<file path="config.mk">
export PLATFORM = sky130hd
export DESIGN_NAME = scl_clock_gen
export DESIGN_NICKNAME = d
export VERILOG_FILES = /design/src/rtl/sclgen_pkg.sv /design/src/rtl/sclgen_timer.sv /design/src/rtl/sclgen_ctrl.sv /design/src/rtl/scl_clock_gen.sv
export SDC_FILE = /design/constraint.sdc
export NUM_CORES = 1
export LEC_CHECK = 0
export BUFFER_PORTS_ARGS = -buffer_cell sky130_fd_sc_hd__buf_2
export CORE_MARGIN = 10
export CORE_UTILIZATION = 40
export CTS_CLUSTER_SIZE = 40
export DETAILED_ROUTE_END_ITERATION = 8
export GPL_ROUTABILITY_DRIVEN = 0
export PLACE_DENSITY_LB_ADDON = 0.2
export REMOVE_ABC_BUFFERS = 1
export SYNTH_ARGS = -nofsm -noshare
export SYNTH_HDL_FRONTEND = slang
export SYNTH_SLANG_ARGS = --single-unit
</file>
<file path="constraint.sdc">
create_clock -name clk -period 6.9 [get_ports clk]
set_input_delay 1.725 -clock clk [delete_from_list [all_inputs] [get_ports clk]]
set_output_delay 1.725 -clock clk [all_outputs]
set_load 0.005 [all_outputs]
</file>
<file path="src/rtl/sclgen_pkg.sv">
package sclgen_pkg;

  typedef enum logic [1:0] {
    ST_IDLE = 2'd0,
    ST_LOW  = 2'd1,
    ST_WAIT = 2'd2,
    ST_HIGH = 2'd3
  } sclState_t;

  // control to datapath: counter commands
  typedef struct packed {
    logic clr;   // counter to zero
    logic seed;  // counter to one
    logic inc;   // counter plus one
  } cntCtrl_t;

  // datapath to control: counter compare results
  typedef struct packed {
    logic lowDone;
    logic highDone;
    logic atMid;
    logic atChange;
  } cntStat_t;

endpackage

</file>
<file path="src/rtl/sclgen_timer.sv">
module sclgen_timer
  import sclgen_pkg::*;
#(
  parameter int CCR_W         = 12,
  parameter int CCR_MIN       = 4,
  parameter int CHANGE_AT     = 2,
  parameter bit FAST_RATIO_EN = 1'b1
) (
  input  logic             clk,
  input  logic             rstN,
  input  logic [CCR_W-1:0] ccrCfg,
  input  logic             fastMode,
  input  logic             fastDuty,
  input  cntCtrl_t         ctrl,
  output cntStat_t         stat
);

  localparam int CNT_W = CCR_W + 5;

  logic [CNT_W-1:0] ccrEff;
  logic [CNT_W-1:0] lowLen;
  logic [CNT_W-1:0] highLen;
  logic [CNT_W-1:0] cnt;

  always_comb begin
    if (ccrCfg < CCR_W'(CCR_MIN)) ccrEff = CNT_W'(CCR_MIN);
    else                          ccrEff = CNT_W'(ccrCfg);
  end

  generate
    if (FAST_RATIO_EN) begin : g_ratio
      logic useRatio;
      assign useRatio = fastMode & fastDuty;
      assign lowLen   = useRatio ? (ccrEff << 4) : ccrEff;
      assign highLen  = useRatio ? ((ccrEff << 3) + ccrEff) : ccrEff;
    end else begin : g_plain
      logic unusedBits;
      assign unusedBits = fastMode ^ fastDuty;
      assign lowLen     = ccrEff;
      assign highLen    = ccrEff;
    end
  endgenerate

  always_ff @(posedge clk) begin
    if (!rstN)          cnt <= '0;
    else if (ctrl.clr)  cnt <= '0;
    else if (ctrl.seed) cnt <= CNT_W'(1);
    else if (ctrl.inc)  cnt <= cnt + 1'b1;
  end

  always_comb begin
    stat.lowDone  = (cnt == lowLen - 1'b1);
    stat.highDone = (cnt == highLen - 1'b1);
    stat.atMid    = (cnt == (highLen >> 1));
    stat.atChange = (cnt == CNT_W'(CHANGE_AT));
  end

endmodule

</file>
<file path="src/rtl/sclgen_ctrl.sv">
module sclgen_ctrl
  import sclgen_pkg::*;
(
  input  logic     clk,
  input  logic     rstN,
  input  logic     runReq,
  input  logic     sclIn,
  input  cntStat_t stat,
  output cntCtrl_t ctrl,
  output logic     sclOe,
  output logic     sampleStb,
  output logic     changeStb
);

  sclState_t state, stateNxt;

  always_ff @(posedge clk) begin
    if (!rstN) state <= ST_IDLE;
    else       state <= stateNxt;
  end

  always_comb begin
    stateNxt = state;
    ctrl     = '0;
    unique case (state)
      ST_IDLE: begin
        if (runReq) begin
          stateNxt = ST_LOW;
          ctrl.clr = 1'b1;
        end
      end
      ST_LOW: begin
        if (stat.lowDone) begin
          stateNxt = ST_WAIT;
          ctrl.clr = 1'b1;
        end else begin
          ctrl.inc = 1'b1;
        end
      end
      ST_WAIT: begin
        // high timing begins only once the wired line is seen released
        if (sclIn) begin
          stateNxt  = ST_HIGH;
          ctrl.seed = 1'b1;
        end
      end
      ST_HIGH: begin
        if (!sclIn || stat.highDone) begin
          stateNxt = runReq ? ST_LOW : ST_IDLE;
          ctrl.clr = 1'b1;
        end else begin
          ctrl.inc = 1'b1;
        end
      end
      default: stateNxt = ST_IDLE;
    endcase
  end

  assign sclOe     = (state == ST_LOW);
  assign changeStb = (state == ST_LOW) && stat.atChange;
  assign sampleStb = (state == ST_HIGH) && sclIn && stat.atMid;

endmodule

</file>
<file path="src/rtl/scl_clock_gen.sv">
module scl_clock_gen
  import sclgen_pkg::*;
#(
  parameter int CCR_W = 12
) (
  input  logic             clk,
  input  logic             rstN,
  input  logic             runReq,
  input  logic [CCR_W-1:0] ccrCfg,
  input  logic             fastMode,
  input  logic             fastDuty,
  input  logic             sclIn,
  output logic             sclOe,
  output logic             sampleStb,
  output logic             changeStb
);

  cntCtrl_t cntCtrl;
  cntStat_t cntStat;

  sclgen_timer #(
    .CCR_W         (CCR_W),
    .CCR_MIN       (4),
    .CHANGE_AT     (2),
    .FAST_RATIO_EN (1'b1)
  ) timer_i (
    .clk      (clk),
    .rstN     (rstN),
    .ccrCfg   (ccrCfg),
    .fastMode (fastMode),
    .fastDuty (fastDuty),
    .ctrl     (cntCtrl),
    .stat     (cntStat)
  );

  sclgen_ctrl ctrl_i (
    .clk       (clk),
    .rstN      (rstN),
    .runReq    (runReq),
    .sclIn     (sclIn),
    .stat      (cntStat),
    .ctrl      (cntCtrl),
    .sclOe     (sclOe),
    .sampleStb (sampleStb),
    .changeStb (changeStb)
  );

endmodule

</file>
==> results.md <==
* Outcome: completed
* Ys async rst share at 0
* Final #Nets at 635
* Vias in the first global route at about 4600
* Maximum vdd ir drop at 170.9 uV
* Die Y at around 120 um
* Max Cap Violations at 0
* Share of Yosys cell area claimed by the top area cell type at 0.08951
* 1st-pass router iterations at 5
* I/O Pins at 21
* Crit path max fanout at 3
* Prevailing post-synth register cell: dfxtp_1
* DRC violations left at 0
* Reg2reg start: timer_i.cnt[4]
* Worst r2r path cells at 8
* Final HPWL DP at between 10000 and 15000 um
* Global-route wire length before repair at between 20000 and 25000 um
* Share of layout cells above drive strength 1 at 0.1410
* H-tree levels at 1
* TritonCTS Sinks at 19
* Layout Skew at around 0.0049 ns
* Final min period at around 6.6 ns
* Initial antenna violation count at 0
* Area leader, netlist: xnor2_1
* DR vias at between 4000 and 5000
* Fin crit share at 0.9555
* Synth Cell Area at between 0.004 and 0.005 mm^2
* Critical Path Start: ccrCfg[9]
* GR Layer Usage met3 at 0.02262
* Pwr dens at 131.6 mW/mm^2
* Critical Path Source Type: primary input
* Slew @ Worst Pin at roughly 0.79 ns
* Clock Path Buffers at 2
* Row Count at 37
* Worst R2R Setup Slack at about 3.1 ns
* Core Box Area at 0.01042 mm^2
* Slew Viols, Final at 0
* Post-synth EDFFs at 0
* Top-count cell post-synth: xnor2_1
* TritonCTS buffer count at 3
* Iter 0 DRT Violations at 440
* Top cells by area, synth: xnor2_1, dfxtp_1, a21oi_1
* CP Data Arrival Time at between 4 and 5 ns
* Largest net degree at the start of global routing at 27
* Via density at approximately 6.5
* Routing usage on met1 at 0.2525
* Met2 Usage GRT at 0.3043
* Total wire length at between 10000 and 15000 um
* Die footprint at around 0.015 mm^2
* Leak Pwr at about 1.6 nW
* RSZ-0062 raised after global routing: no
* Initial Util at 0.4133
* Hold Buf Count CTS at 0
* Post-synthesis instance total at roughly 610
* Syn avg cell area at between 7 and 8 um^2
* Skew-Pair Late Insertion Delay at about 0.26 ns
* Pwr Total at between 600 and 700 uW
* CP Class: in2out
* Final Hold Viols at 0
* Layout area overhead at 7.469%
* Die W at 123.7 um
* Synthesized flop and latch total at 19
* HP Class: reg2reg
* Total track usage at 0.1852
* Unique masters post-synth at 84
* Final TNS setup at 0 ns
* Remaining antenna violation count at 0
* DR WL/cell at 19.35 um
* Worst-path clk slew at about 0.080 ns
* Yosys warns at 0
* Number of I/O port buffers at 20
* Total global routing overflow at 0
* Rel. slew slack at 0.4588
* R2R Path End: ctrl_i.state[0]
* Worst setup path end: sampleStb
* CP Capture Type: output pin
* GRT busiest layer: met2
* CTS tree: yes
* Data required, critical path at a little over 5 ns
* Synth top cells by count: xnor2_1, nor2_1, nand2_1
* Ant. Diodes at 0
* Root Driver: clkbuf_8
* Fmax at roughly 150 MHz
* Setup Viol. Count Final at 0
* Seq/Total Area, Yosys at 0.08835
## timing repair
action	in CTS	in global routing
setup buffers	0	1
gates resized for setup	0	9
setup endpoints to repair	0	1
## flip-flops by register name, summed over array words and instances (netlist names)
name          count
timer_i.cnt      17
ctrl_i.state      2
## kinds of logic (layout without fill, tap and decap cells)
| logic type | after synthesis | count (layout) | synth area share |
|---|---|---|---|
| flops | 19 | 19 | 0.08835 |
| compound gates | 176 | 176 | 0.3037 |
| simple gates | 239 | 239 | 0.3147 |
| mux | 16 | 16 | 0.03778 |
| xor+xnor | 61 | 61 | 0.1308 |
| buf+inv | 82 | 78 | 0.08457 |
| fa+ha+maj | 14 | 14 | 0.04011 |
## power breakdown
group          switching (mW)  total [mW]  internal, mW
sequential             0.0236       0.144         0.120
clock                  0.0390      0.0802        0.0411
combinational           0.236       0.385         0.149
total                   0.299       0.609         0.310
## metal layers
metal,vias up,share of wire
li1,2294,-
met1,2344,0.47
met2,171,0.46
met3,29,0.057
met4,0,0.019
met5,-,0
## through the flow
stage / cell area (um^2) / util / setup WS [ns] / cells / hold slack [ns]
after floorplan: 4028 / - / 0.1071 / 548 / 0.4819
after CTS: 4568 / 0.4386 / 0.05411 / 738 / 0.5463
after global routing: 4627 / 0.4442 / 0.03688 / 739 / 0.5928
final: 4627 / 0.4442 / 0.3072 / 739 / 0.5451
after detailed placement: 4523 / 0.4342 / 0.08543 / 734 / 0.5338
after global placement: 4523 / 0.4342 / 0.1175 / 734 / 0.5251
## placed cells by master, fill, tap and decap left out, drive strengths merged, types with 4 or more instances in the layout
master	instances
or3	6
a21boi	4
nor2b	6
buf	51
xor2	15
nand3	21
nor4	16
o2111ai	7
clkbuf	4
o31ai	16
nand4	17
or2	6
a211o	5
o211ai	10
ha	13
o22ai	7
and4	4
o31a	4
nand2	42
a31o	4
o21ai	19
xnor2	44
and2	13
a21oi	34
inv	23
dfxtp	19
nor2	42
a2111oi	4
nor3	13
or4	18
o21a	4
a211oi	11
and3	15
mux2i	14
and3b	4
a31oi	10
## worst max-delay path, stage by stage
cell and delay, ns:
buf_2 0.12, nor4_4 0.38, nand3_2 0.14, nand2_2 0.10, inv_1 0.06, ha_1 0.20
ha_1 0.23, a21oi_2 0.15, a21oi_1 0.09, mux2_2 0.30, and2_1 0.21, xnor2_2 0.20
xnor2_1 0.14, nand4_1 0.14, nor4_2 0.27, nand3_1 0.14, nor4_2 0.13, buf_2 0.15
## area by class of cell
type | count | area [um^2]
Multi-Input combinational cell | 506 | 3612
Inverter | 23 | 86.33
Tap cell | 136 | 170.2
Sequential cell | 19 | 380.4
Clock buffer | 4 | 45.04
Fill cell | 1113 | 5789
Timing Repair Buffer | 51 | 332.8
## how the worst min path moves through the flow
stage                           end  cells after the start  slack, ns       startpoint
global route        timer_i.cnt[16]                      2       0.59  timer_i.cnt[16]
global placement    timer_i.cnt[16]                      2       0.53  timer_i.cnt[16]
CTS                 timer_i.cnt[16]                      2       0.55  timer_i.cnt[16]
floorplan           timer_i.cnt[16]                      2       0.48  timer_i.cnt[16]
detailed placement  timer_i.cnt[16]                      2       0.53  timer_i.cnt[16]
finish              ctrl_i.state[1]                      2       0.55  ctrl_i.state[1]
Power figures use the tool's default switching activity.
